**src/rtl/smb_pkg.sv**
```systemverilog
// Package: shared state type, fixed address constants and the strap decode
// used by the bus slave. Assumes 8-bit bytes and a 7-bit bus address.
package smb_pkg;

    typedef enum logic [2:0] {
        ST_IDLE,    // no transaction in progress
        ST_RX,      // receiving a byte (address or data)
        ST_RX_ACK,  // holding our acknowledge during the ninth clock
        ST_TX,      // sending a byte to the master
        ST_TX_ACK,  // waiting for the master's ACK/NACK
        ST_SKIP     // not addressed / aborted: wait for START or STOP
    } smb_state_e;

    localparam logic [4:0] DEV_ADDR_HI  = 5'b01011;
    localparam logic [6:0] ALERT_ADDR   = 7'b0001100;

    // Strap level to low address bits: low->00, high->01, open->10.
    function automatic logic [1:0] strap_decode(input logic [1:0] lvl);
        case (lvl)
            2'b00:   return 2'b00;
            2'b10:   return 2'b01;
            default: return 2'b10;
        endcase
    endfunction

endpackage

```
**src/rtl/smb_line_filter.sv**
```systemverilog
// Module: smb_line_filter
// Brings one asynchronous bus line into the clock domain through a
// SYNC_STAGES flop chain, then lets the output follow only after the
// synchronized value has differed from it for FILT_LEN consecutive cycles.
// Assumes SYNC_STAGES >= 2 and FILT_LEN >= 2; the idle bus level is high.
module smb_line_filter #(
    parameter int SYNC_STAGES = 2,
    parameter int FILT_LEN    = 3
) (
    input  logic clk,
    input  logic rst_n,
    input  logic din,
    output logic dout
);

    localparam int CNT_W = $clog2(FILT_LEN + 1);

    logic [SYNC_STAGES-1:0] sync_q;
    logic [CNT_W-1:0]       run_q;
    logic                   dout_q;

    // Synchronizer chain, reset to the idle-high level.
    always_ff @(posedge clk) begin
        if (!rst_n) sync_q <= '1;
        else        sync_q <= {sync_q[SYNC_STAGES-2:0], din};
    end

    // Filter: count cycles of disagreement, switch once the run is long enough.
    always_ff @(posedge clk) begin
        if (!rst_n) begin
            dout_q <= 1'b1;
            run_q  <= '0;
        end else if (sync_q[SYNC_STAGES-1] == dout_q) begin
            run_q  <= '0;
        end else if (run_q == CNT_W'(FILT_LEN - 1)) begin
            dout_q <= sync_q[SYNC_STAGES-1];
            run_q  <= '0;
        end else begin
            run_q  <= run_q + 1'b1;
        end
    end

    assign dout = dout_q;

    AST_FILT_MIN_WIDTH: assert property (@(posedge clk) disable iff (!rst_n)
        (dout_q != $past(dout_q)) |=> (dout_q == $past(dout_q)))
        else $error("filtered line toggled on consecutive cycles");

endmodule

```
**src/rtl/smb_strap_latch.sv**
```systemverilog
// Module: smb_strap_latch
// Captures the decoded strap once, on the first cycle that shows bus
// activity after reset, and holds it until the next reset.
// Assumes strap_i is a static board level already resolved into a code.
module smb_strap_latch (
    input  logic       clk,
    input  logic       rst_n,
    input  logic       bus_active,
    input  logic [1:0] strap_i,
    output logic [1:0] addr_lo_o
);

    import smb_pkg::*;

    logic       taken_q;
    logic [1:0] addr_lo_q;

    // One-shot capture of the strap at first activity.
    always_ff @(posedge clk) begin
        if (!rst_n) begin
            taken_q   <= 1'b0;
            addr_lo_q <= 2'b10;
        end else if (!taken_q && bus_active) begin
            taken_q   <= 1'b1;
            addr_lo_q <= strap_decode(strap_i);
        end
    end

    assign addr_lo_o = addr_lo_q;

    AST_STRAP_HOLD: assert property (@(posedge clk) disable iff (!rst_n)
        $past(taken_q) |-> $stable(addr_lo_q))
        else $error("latched address bits changed");

endmodule

```
**src/rtl/smbus_reg_slave.sv**
```systemverilog
// Module: smbus_reg_slave
// Bus slave with a byte pointer in front of a register file, plus the
// alert response. Decodes START/STOP from filtered lines, receives the
// address byte and the write bytes, sends read bytes, acknowledges, and
// arbitrates during the alert response.
// Assumes: the master never stretches the clock, the SCL low and high
// phases last many system clocks beyond the filter latency, and
// reg_rdata_i follows reg_addr_o combinationally.
module smbus_reg_slave #(
    parameter int         SYNC_STAGES = 2,
    parameter int         FILT_LEN    = 3,
    parameter logic [4:0] ADDR_HI     = smb_pkg::DEV_ADDR_HI,
    parameter logic [6:0] ARA_ADDR    = smb_pkg::ALERT_ADDR
) (
    input  logic       clk,
    input  logic       rst_n,
    input  logic       scl_i,
    input  logic       sda_i,
    output logic       sda_oe_o,
    input  logic [1:0] strap_i,
    input  logic       irq_set_i,
    output logic       irq_o,
    output logic [7:0] reg_addr_o,
    output logic [7:0] reg_wdata_o,
    output logic       reg_we_o,
    input  logic [7:0] reg_rdata_i
);

    import smb_pkg::*;

    localparam int BYTE_W = 8;
    localparam int CNT_W  = $clog2(BYTE_W + 1);
    localparam int LINES  = 2;   // index 0: SCL, index 1: SDA

    // ---------------- line conditioning ----------------
    logic [LINES-1:0] raw_lines;
    logic [LINES-1:0] filt_lines;

    assign raw_lines = {sda_i, scl_i};

    for (genvar g = 0; g < LINES; g++) begin : g_line
        smb_line_filter #(
            .SYNC_STAGES (SYNC_STAGES),
            .FILT_LEN    (FILT_LEN)
        ) u_filt (
            .clk   (clk),
            .rst_n (rst_n),
            .din   (raw_lines[g]),
            .dout  (filt_lines[g])
        );
    end

    logic scl_f, sda_f, scl_q, sda_q;
    assign scl_f = filt_lines[0];
    assign sda_f = filt_lines[1];

    // Previous filtered levels for edge and condition detection.
    always_ff @(posedge clk) begin
        if (!rst_n) begin
            scl_q <= 1'b1;
            sda_q <= 1'b1;
        end else begin
            scl_q <= scl_f;
            sda_q <= sda_f;
        end
    end

    logic scl_rise, scl_fall, start_det, stop_det;
    assign scl_rise  =  scl_f & ~scl_q;
    assign scl_fall  = ~scl_f &  scl_q;
    assign start_det =  scl_f &  scl_q &  sda_q & ~sda_f;
    assign stop_det  =  scl_f &  scl_q & ~sda_q &  sda_f;

    // ---------------- address strap ----------------
    logic [1:0] addr_lo;

    smb_strap_latch u_strap (
        .clk        (clk),
        .rst_n      (rst_n),
        .bus_active (~scl_f | ~sda_f),
        .strap_i    (strap_i),
        .addr_lo_o  (addr_lo)
    );

    logic [6:0] own_addr;
    assign own_addr = {ADDR_HI, addr_lo};

    // ---------------- protocol state ----------------
    smb_state_e       state_q;
    logic [CNT_W-1:0] cnt_q;
    logic [1:0]       byte_idx_q;  // 0 address, 1 pointer, 2 data, 3 surplus
    logic [7:0]       shift_q;
    logic [7:0]       tx_sr_q;
    logic [7:0]       ptr_q;
    logic [7:0]       wdata_q;
    logic             we_q;
    logic             ack_q;
    logic             rd_q;
    logic             ara_q;
    logic             lost_q;
    logic             m_ack_q;
    logic             sda_oe_q;
    logic             irq_q;

    logic [7:0] rx_byte;
    logic [7:0] tx_load;
    logic       ara_done;

    assign rx_byte  = {shift_q[6:0], sda_f};
    assign tx_load  = ara_q ? {own_addr, 1'b0} : reg_rdata_i;
    assign ara_done = (state_q == ST_TX) && scl_fall && !lost_q && ara_q
                      && (cnt_q == CNT_W'(BYTE_W));

    // Main transaction sequencer: conditions first, then SCL edge work.
    always_ff @(posedge clk) begin
        if (!rst_n) begin
            state_q    <= ST_IDLE;
            cnt_q      <= '0;
            byte_idx_q <= 2'd0;
            shift_q    <= '0;
            tx_sr_q    <= '0;
            ptr_q      <= '0;
            wdata_q    <= '0;
            we_q       <= 1'b0;
            ack_q      <= 1'b0;
            rd_q       <= 1'b0;
            ara_q      <= 1'b0;
            lost_q     <= 1'b0;
            m_ack_q    <= 1'b0;
            sda_oe_q   <= 1'b0;
        end else begin
            we_q <= 1'b0;
            if (stop_det) begin
                state_q  <= ST_IDLE;
                sda_oe_q <= 1'b0;
            end else if (start_det) begin
                state_q    <= ST_RX;
                cnt_q      <= '0;
                byte_idx_q <= 2'd0;
                sda_oe_q   <= 1'b0;
                lost_q     <= 1'b0;
                ara_q      <= 1'b0;
                rd_q       <= 1'b0;
            end else begin
                case (state_q)
                    ST_RX: begin
                        if (scl_rise && cnt_q < CNT_W'(BYTE_W)) begin
                            shift_q <= rx_byte;
                            cnt_q   <= cnt_q + 1'b1;
                            if (cnt_q == CNT_W'(BYTE_W - 1)) begin
                                if (byte_idx_q != 2'd3) byte_idx_q <= byte_idx_q + 1'b1;
                                case (byte_idx_q)
                                    2'd0: begin
                                        if (rx_byte[7:1] == own_addr) begin
                                            ack_q <= 1'b1;
                                            rd_q  <= rx_byte[0];
                                            ara_q <= 1'b0;
                                        end else if (rx_byte[7:1] == ARA_ADDR && rx_byte[0] && irq_q) begin
                                            ack_q <= 1'b1;
                                            rd_q  <= 1'b1;
                                            ara_q <= 1'b1;
                                        end else begin
                                            ack_q <= 1'b0;
                                        end
                                    end
                                    2'd1: begin
                                        ptr_q <= rx_byte;
                                        ack_q <= 1'b1;
                                    end
                                    2'd2: begin
                                        wdata_q <= rx_byte;
                                        we_q    <= 1'b1;
                                        ack_q   <= 1'b1;
                                    end
                                    default: ack_q <= 1'b0;
                                endcase
                            end
                        end else if (scl_fall && cnt_q == CNT_W'(BYTE_W)) begin
                            if (ack_q) begin
                                sda_oe_q <= 1'b1;
                                state_q  <= ST_RX_ACK;
                            end else begin
                                state_q  <= ST_SKIP;
                            end
                        end
                    end
                    ST_RX_ACK: begin
                        if (scl_fall) begin
                            cnt_q <= '0;
                            if (rd_q) begin
                                tx_sr_q  <= tx_load;
                                sda_oe_q <= ~tx_load[7];
                                state_q  <= ST_TX;
                            end else begin
                                sda_oe_q <= 1'b0;
                                state_q  <= ST_RX;
                            end
                        end
                    end
                    ST_TX: begin
                        if (scl_rise) begin
                            if (tx_sr_q[7] && !sda_f) lost_q <= 1'b1;
                            cnt_q <= cnt_q + 1'b1;
                        end else if (scl_fall) begin
                            if (lost_q) begin
                                sda_oe_q <= 1'b0;
                                state_q  <= ST_SKIP;
                            end else if (cnt_q == CNT_W'(BYTE_W)) begin
                                sda_oe_q <= 1'b0;
                                state_q  <= ST_TX_ACK;
                            end else begin
                                tx_sr_q  <= {tx_sr_q[6:0], 1'b0};
                                sda_oe_q <= ~tx_sr_q[6];
                            end
                        end
                    end
                    ST_TX_ACK: begin
                        if (scl_rise) begin
                            m_ack_q <= ~sda_f;
                        end else if (scl_fall) begin
                            cnt_q <= '0;
                            if (m_ack_q) begin
                                tx_sr_q  <= tx_load;
                                sda_oe_q <= ~tx_load[7];
                                state_q  <= ST_TX;
                            end else begin
                                state_q  <= ST_SKIP;
                            end
                        end
                    end
                    default: ;  // ST_IDLE and ST_SKIP wait for a condition
                endcase
            end
        end
    end

    // Interrupt flag: set by request, cleared by a won alert response.
    always_ff @(posedge clk) begin
        if (!rst_n)         irq_q <= 1'b0;
        else if (irq_set_i) irq_q <= 1'b1;
        else if (ara_done)  irq_q <= 1'b0;
    end

    assign sda_oe_o    = sda_oe_q;
    assign irq_o       = irq_q;
    assign reg_addr_o  = ptr_q;
    assign reg_wdata_o = wdata_q;
    assign reg_we_o    = we_q;

    // ---------------- assertions ----------------
    AST_DRIVE_WHILE_LOW: assert property (@(posedge clk) disable iff (!rst_n)
        $rose(sda_oe_q) |-> !scl_f)
        else $error("SDA pulled low while SCL high");

    AST_READ_NO_STROBE: assert property (@(posedge clk) disable iff (!rst_n)
        rd_q |-> !reg_we_o)
        else $error("write strobe during a read");

    AST_WE_SINGLE: assert property (@(posedge clk) disable iff (!rst_n)
        reg_we_o |=> !reg_we_o)
        else $error("write strobe longer than one cycle");

    AST_PTR_HOLD_TX: assert property (@(posedge clk) disable iff (!rst_n)
        (state_q == ST_TX) |=> $stable(ptr_q))
        else $error("pointer moved during a read");

    AST_IRQ_CLR_ARA: assert property (@(posedge clk) disable iff (!rst_n)
        $fell(irq_q) |-> $past(ara_q))
        else $error("interrupt cleared outside alert response");

    AST_SKIP_RELEASED: assert property (@(posedge clk) disable iff (!rst_n)
        (state_q == ST_SKIP) |-> !sda_oe_q)
        else $error("SDA driven after losing or NACK");

    AST_IDLE_QUIET: assert property (@(posedge clk) disable iff (!rst_n)
        (state_q == ST_IDLE) |-> !sda_oe_q)
        else $error("SDA driven in idle");

endmodule

```
**config.mk**
```make
export PLATFORM = sky130hd
export DESIGN_NAME = smbus_reg_slave
export DESIGN_NICKNAME = d
export VERILOG_FILES = /design/src/rtl/smb_pkg.sv /design/src/rtl/smb_line_filter.sv /design/src/rtl/smb_strap_latch.sv /design/src/rtl/smbus_reg_slave.sv
export SDC_FILE = /design/constraint.sdc
export NUM_CORES = 1
export LEC_CHECK = 0
export BUFFER_PORTS_ARGS = -buffer_cell sky130_fd_sc_hd__buf_4
export CORE_AREA = 2 2 99 101
export CTS_CLUSTER_SIZE = 24
export DETAILED_ROUTE_END_ITERATION = 8
export DIE_AREA = 0 0 101 103
export MAX_ROUTING_LAYER = met4
export PLACE_DENSITY = 0.53
export SYNTH_ARGS = -nofsm -noshare
export SYNTH_HDL_FRONTEND = slang
export SYNTH_HIERARCHICAL = 1
export SYNTH_SLANG_ARGS = --single-unit
```
**constraint.sdc**
```tcl
create_clock -name clk -period 5.2 [get_ports clk]
set_clock_uncertainty 0.2 [all_clocks]
set_input_delay 0.52 -clock clk [delete_from_list [all_inputs] [get_ports clk]]
set_output_delay 0.52 -clock clk [all_outputs]
set_load 0.005 [all_outputs]
```
==> results, run 1 <==
- The number of hold violations in the final report came to 0.
- The pre-antenna-repair detailed-routing pass consisted of 4 iterations.
- The highest clock rate is 374 MHz.
- Of the synthesized area, sequential elements account for 0.407.
- The routed design could run at a clock period as short as roughly 2.7 ns.
- The total design power is between 1 and 1.5 mW.
- The number of instances in the placed design is roughly 470.
- Counting both buffers and inverters, the worst setup path holds a total of 0.
- Dividing the synthesized area by the synthesized cell count gives between 8 and 9 um2.
- The global placer's final weighted congestion is a little over 0.7.
- The HPWL after detailed placement is 4420 um.
- The total wire length is ~6600 um.
- The die is roughly 100 um tall.
- The number of nets in the layout is 394.
- The tree built by TritonCTS fans out to 63 sinks.
- After detailed routing, the average wire length per cell comes to between 10 and 15 um.
- Of all nets on the critical path, the largest fanout is 19.
- The signed area change from the synthesized netlist to the final layout is 16.4%.
- The number of clock buffers added by TritonCTS is 9.
- TritonCTS built the clock tree.
- Counting along the longest clock path gives a buffer depth of 2.
- For the worst setup path, the data required time is 5.23 ns.
- Across every metal layer, demand over resource in global routing totals 0.142.
- At the pin with the least slew margin, the transition time is 1.05 ns.
- VDD sags by at most 0.0000965 V.
- The signal on the critical path passes through nand4bb_4 -> nor4_2 -> and2b_1 -> mux2i_1 -> nor2_1.
- The master cell of the clock root buffer is clkbuf_8.
- After clock tree synthesis, the repair step resized 0 gates.
- The wire length of the first global-routing pass is 11300 um.
- The number of design rule violations left after detail routing is 0.
- The post-placement cell area is around 3400 um2.
- Hold repair after CTS inserted 0 buffers.
- The data arrival time of the critical path is between 2 and 3 ns.
- The total power per unit cell area is around 280 nW/um2.
- The count of vias placed by the detailed router is around 2400.
- The maximum level of the CTS H-tree is 3.
- The worst setup path is captured at a flip-flop.
- The synthesized design contains 0 enable-type register cells.
- In the synthesized netlist the async set-or-reset flop fraction comes to 0.
- The post-route antenna net violation count is 0.
- The number of max-slew violations in the final report is 0.
- 0 antenna diodes ended up in the layout.
- On the worst path, the slowest cell contributes a delay of 0.89 ns.
- The number of max-cap violations is 0.
- The cell area after synthesis is about 3100 um2.
- The setup check on the worst reg-to-reg path leaves a slack of 2.53 ns.
- Once layout is done, the placed cells without fillers occupy about 3600 um2.
- The warning count from the yosys run is 6.
- After clock tree synthesis, the clock-pin slew on the worst setup and hold paths is 0.08 ns.
- The per-cell via count in the routed design is around 5.0.
- Counting flops and latches in the post-synthesis netlist gives 63.
- The most used flip-flop cell after synthesis is dfxtp_1.
- Once the clock tree was built, the setup fixing pass inserted 0 buffers.
- The effective utilization at floorplan is 0.328.
- The critical setup path kind is reg2reg.
- The via count of the first global-routing pass is 2297.
- The top cell types in the final layout, fill and taps aside, are dfxtp_1, nand2_1, buf_4.
- The cell family contributing the most delay on the critical path is simple AND/OR/NAND/NOR gates.
- Counting distinct cell types in the post-synthesis netlist gives between 50 and 60.
- Of the available clock period, the critical path in the final layout requires 0.514.
- The flow ran to the end, and the final reports show no timing, DRC or antenna violations.
- The initial antenna violation count was 0.
- Leaving out filler cells and counting taps, the final layout contains a little under 500.
- The standard-cell row count is 36.
- The sum of negative setup slack is 0 ns.
- The starting DRC count in detailed routing is 82.
- Entering global routing, the biggest net connects 69 pins.
- The utilization after layout is 0.382.
- Setup violations remaining at the end of the flow were counted as 0.
- The I/O pin count is 34.
- Setup repair after global routing left no endpoint under its margin.
- The quantity of I/O buffers inserted on ports is 33.
- The width of the chip is 101 um.
- The total overflow left after global routing is 0.
- The die covers around 10000 um2.
- The leakage component of the power is roughly 1.3 nW.
- The worst pin sits at a relative slew slack of 0.296.
- Clock latency on the worst-skew pair, taken at its later pin, is ~0.34 ns.
- The type of the tightest min-delay check is in2reg.
- The core region is 9460 um2.
- The kind of start point of the critical path is a flip-flop.
- The commonest non-fill, non-tap cell in the layout is dfxtp_1.
- Counting the fill cells in the layout gives roughly 980.
- Synthesis produced a netlist with a net count of approximately 370.
- The gate count of the mapped netlist is ~350.
- The cell with the biggest individual delay on the critical path is nor4_2.
- The layout cell share with drive strength beyond 1 is 0.176.
==> metrics by stage <==
step / hold slack, ns / setup slack [ns]
6_report: 0.158 / 2.53
5_1_grt: 0.143 / 2.25
4_1_cts: 0.146 / 2.52
3_5_place_dp: 0.194 / 2.54
3_3_place_gp: 0.190 / 2.59
2_1_floorplan: 0.186 / 3.34
==> synth_stat cells (5+ instances only) <==
| cell | number | area (um2) |
|---|---|---|
| dfxtp_1 | 63 | 1260 |
| nand2_1 | 49 | 184 |
| nand3_1 | 19 | 95.1 |
| a21boi_1 | 17 | 128 |
| nor2_1 | 14 | 52.6 |
| mux2i_1 | 13 | 130 |
| nor2b_1 | 13 | 81.3 |
| o21ai_0 | 13 | 65.1 |
| nand2b_1 | 12 | 75.1 |
| clkbuf_1 | 11 | 41.3 |
| inv_1 | 11 | 41.3 |
| a21oi_1 | 10 | 50.1 |
| ha_1 | 9 | 113 |
| o211ai_1 | 6 | 45.0 |
| xnor2_1 | 6 | 52.6 |
| buf_2 | 5 | 25.0 |
==> layout make-up <==
type	instances	area, um2	area share
multi-input cells	252	1690	0.467
repair buffers	33	248	0.0686
inverters	11	41.3	0.0114
well taps	114	143	0.0395
clock buffers	10	138	0.0381
flip-flops and latches	63	1260	0.349
clock inverters	6	92.6	0.0256
==> final timing paths <==
kind / start / to / cells past startpoint
hold / removal: sda_i / g_line[1].u_filt/sync_q[0] / 2
setup / recovery: state_q[0] / byte_idx_q[1] / 5
setup reg to reg: state_q[0] / byte_idx_q[1] / 5
hold reg to reg: g_line[1].u_filt/sync_q[0] / g_line[1].u_filt/sync_q[1] / 1
==> report_power, final <==
group / leakage (nW) / switching (mW) / internal (mW) / total (mW)
logic: 0.670 / 0.0134 / 0.0152 / 0.0286
registers: 0.509 / 0.00143 / 0.485 / 0.486
clock network: 0.109 / 0.206 / 0.285 / 0.492
==> cells by family after synthesis <==
logic type / after synthesis / share of synthesized area
simple gates: 151 / 0.282
compound gates: 71 / 0.160
flops: 63 / 0.407
buf+inv: 32 / 0.0492
mux: 15 / 0.0492
fa+ha+maj: 9 / 0.0363
xor+xnor: 6 / 0.0169
==> state kept, by name (all words and copies together), names as in the netlist, 2 cells and up <==
register              cells
reg_wdata_o               8
state_q                   3
cnt_q                     4
reg_addr_o                8
g_line.u_filt/run_q       4
g_line.u_filt/dout        2
byte_idx_q                2
tx_sr_q                   8
shift_q                   7
g_line.u_filt/sync_q      4
u_strap/addr_lo_o         2
==> per-layer routing <==
layer | routed length, um | global-route usage | vias to the layer above
li1 | - | - | 1261
met1 | 3370 | 0.187 | 1151
met2 | 3030 | 0.216 | 30
met3 | 166 | 0.0346 | 5
met4 | 50 | 0.0468 | 0
met5 | 0 | - | -
(Power assumes the default switching activity.)
==> inputs of run 2 (changes only) <==
==> constraint.sdc (replaced) <==
create_clock -name clk -period 2.5 [get_ports clk]
set_clock_uncertainty 0.2 [all_clocks]
set_input_delay 0.25 -clock clk [delete_from_list [all_inputs] [get_ports clk]]
set_output_delay 0.25 -clock clk [all_outputs]
set_load 0.005 [all_outputs]
==> results, run 2 (same netlist as run 1, synthesis figures left out) <==
- The peak supply drop is 0.000290 V (was 0.0000965 V).
- The power share of the clock group came to 0.513 (was 0.489).
- The switching power of the nets is 0.469 mW (was 0.221 mW).
- The per-cell via count in the routed design is 4.94 (was 5.00).
- The number of setup violations in the final report is 0 (unchanged).
- The clock net sink count is 63 (unchanged).
- The master cell of the clock root buffer is clkbuf_8 (unchanged).
- The final period demand of the worst path is 2.05 ns (was 2.67 ns).
- The I/O pin count is 34 (unchanged).
- The cell area after layout was 3750 um2 (was 3610 um2).
- The number of clock buffers inserted by TritonCTS is 9 (unchanged).
- The met3 demand-to-capacity share in global routing is 0.0393 (was 0.0346).
- The hold path startpoint is rst_n (was sda_i).
- The internal power consumption is 1.74 mW (was 0.785 mW).
- The share of total power in sequential cells is 0.457 (was 0.483).
- The met1 capacity usage during global routing was 0.184 (was 0.187).
- The kind of capture point of the worst setup path was a flip-flop (unchanged).
- The count of vias placed by the detailed router came to 2474 (was 2447).
- The capturing point of the worst reg2reg path is tx_sr_q[5] (was byte_idx_q[1]).
- The initial antenna violation count is 0 (unchanged).
- The global placer's final weighted congestion is 0.845 (was 0.724).
- The layout cell share with drive strength beyond 1 came to 0.189 (was 0.176).
- The maximum number of pins on one net before global-route repair is 38 (was 69).
- The leakage component of the power came to 1.36 nW (was 1.29 nW).
- The pin slew with the least headroom to its limit is 0.548 ns (was 1.05 ns).
- The number of hold violations in the final report is 0 (unchanged).
- Outcome: complete, no violations (unchanged).
- The hold path depth is 2 (unchanged).
- Commonest cells after routing, fill and taps aside: dfxtp_1, nand2_1, buf_4 (unchanged).
- The combinational fraction of design power came to 0.030 (was 0.028).
- The overall die area is 10400 um2 (unchanged).
- The critical register-to-register path startpoint is cnt_q[0] (was state_q[0]).
- The detailed-routing iteration count for the pre-antenna-repair pass is 4 (unchanged).
- The fraction of met2 tracks used by global routing is 0.215 (was 0.216).
- The clock tree from TritonCTS is built (unchanged).
- The source-to-sink clock delay at the later pin of the worst-skew pair is 0.35 ns (was 0.34 ns).
- The number of max-slew violations in the final report is 0 (unchanged).
- The commonest non-fill, non-tap cell in the layout is dfxtp_1 (unchanged).
- The required time of the critical path was 2.54 ns (was 5.23 ns).
- Setup repair after global routing missed its margin: no (unchanged).
- The highest-utilization routing layer at the global route stage is met2 (unchanged).
- The number of filler instances in the final layout was 992 (was 983).
- The average wire per cell in the routed design was 13.3 um (was 13.5 um).
- The quantity of I/O buffers inserted on ports came to 33 (unchanged).
- The die boundary height is 103 um (unchanged).
- The combined global-route utilization of all metal layers is 0.144 (was 0.142).
- The maximum level of the CTS H-tree was 3 (unchanged).
- The signed area change from the synthesized netlist to the final layout is 20.9% (was 16.4%).
- The wire length of the first global-routing pass was 11200 um (was 11300 um).
- The remaining global-route overflow was 0 (unchanged).
- The width of the chip is 101 um (unchanged).
- The sum of negative setup slack is 0 ns (unchanged).
- The worst reg-to-reg setup slack is 0.45 ns (was 2.53 ns).
- The number of design rule violations left after detail routing is 0 (unchanged).
- The starting DRC count in detailed routing was 134 (was 82).
- The effective utilization at floorplan is 0.328 (unchanged).
- The number of buffers between clock root and the deepest sink is 2 (unchanged).
- The post-placement cell area is 3450 um2 (was 3380 um2).
- The number of nets in the layout was 406 (was 394).
- The count of cells resized by post-cts repair is 0 (unchanged).
- The register clock-pin slew on the reported worst setup and hold paths is 0.07 ns (was 0.08 ns).
- The total power per unit cell area came to 590 nW/um2 (was 279 nW/um2).
- The core area came to 9460 um2 (unchanged).
- The largest fanout on the critical path is 16 (was 19).
- The hold-critical path endpoint is g_line[0].u_filt/dout (was g_line[1].u_filt/sync_q[0]).
- The kind of start point of the critical path is a flip-flop (unchanged).
- The critical setup path kind is reg2reg (unchanged).
- The share of the clock period used by the worst path is 0.820 (was 0.514).
- The total wire length is 6640 um (was 6620 um).
- The number of max-cap violations was 0 (unchanged).
- The data arrival time of the critical path is 2.09 ns (was 2.70 ns).
- The highest clock rate is 488 MHz (was 374 MHz).
- The remaining max-slew budget at the tightest pin came to 0.631 (was 0.296).
- The post-route antenna net violation count is 0 (unchanged).
- The fraction of power spent switching nets is 0.212 (was 0.220).
- The standard-cell row count is 36 (unchanged).
- The number of antenna repair diodes was 0 (unchanged).
- The via count of the first global-routing pass is 2317 (was 2297).
- The detailed placer's ending HPWL is 4640 um (was 4420 um).
- The type of the tightest min-delay check was in2reg (unchanged).
- The depth of the most critical reg-to-reg path was 7 (was 5).
run 2: metal layers:
metal | part of all wire | routed length (um) | vias up
met3 | 0.033 | 222 | 9
met5 | 0 | 0 | -
li1 | - | - | 1283
met2 | 0.44 | 2930 | 35
met4 | 0.018 | 122 | 0
met1 | 0.51 | 3370 | 1147
run 2: stage by stage:
| stage | hold WS, ns | instances | setup WS [ns] | utilization | total power, mW |
|---|---|---|---|---|---|
| 4_1_cts | 0.0234 | 501 | 0.458 | 0.396 | 2.25 |
| 3_5_place_dp | 0.197 | 480 | 0.466 | 0.364 | 1.10 |
| 2_1_floorplan | 0.112 | 347 | 0.643 | - | 1.07 |
| 5_1_grt | 0.0519 | 501 | 0.307 | 0.396 | 2.29 |
| 6_report | 0.0493 | 501 | 0.450 | 0.396 | 2.21 |
| 3_3_place_gp | 0.189 | 480 | 0.505 | 0.364 | 1.09 |
run 2: worst max-delay path, stage by stage, from the launching register on:
cell      delay (ns)
dfxtp_1         0.38
inv_1           0.07
ha_1            0.19
and3b_1         0.26
nor2_4          0.15
o211ai_4        0.17
a311o_1         0.35
and3_1          0.17
run 2: area by class of cell:
class | count | area, um2 | share of cell area
Timing Repair Buffer | 45 | 363 | 0.0968
Inverter | 11 | 41.3 | 0.0110
Clock inverter | 6 | 115 | 0.0307
Clock buffer | 10 | 138 | 0.0367
Tap cell | 114 | 143 | 0.0381
Multi-Input combinational cell | 252 | 1690 | 0.450
Sequential cell | 63 | 1260 | 0.336
run 2: worst max-delay path by stage:
stage                     startpoint          to
final                       cnt_q[0]  tx_sr_q[5]
after floorplan             cnt_q[0]  tx_sr_q[5]
after CTS                   cnt_q[0]  tx_sr_q[5]
after global placement    state_q[0]  tx_sr_q[5]
after detailed placement    cnt_q[0]  tx_sr_q[5]
after global routing        cnt_q[0]  tx_sr_q[5]
run 2: timing repair:
action / in CTS / in global routing
buffers inserted: 0 / 0
hold buffers: 5 / 0
hold endpoints to repair: 5 / 0
run 2: power by group through the flow:
| stage | sequential, mW | clock (mW) | combinational, mW |
|---|---|---|---|
| 3_3_place_gp | 1.03 | 0 | 0.0607 |
| 2_1_floorplan | 1.03 | 0 | 0.0336 |
| 3_5_place_dp | 1.03 | 0 | 0.0614 |
| 4_1_cts | 1.01 | 1.17 | 0.0676 |
| 5_1_grt | 1.01 | 1.20 | 0.0748 |
| 6_report | 1.01 | 1.13 | 0.0665 |
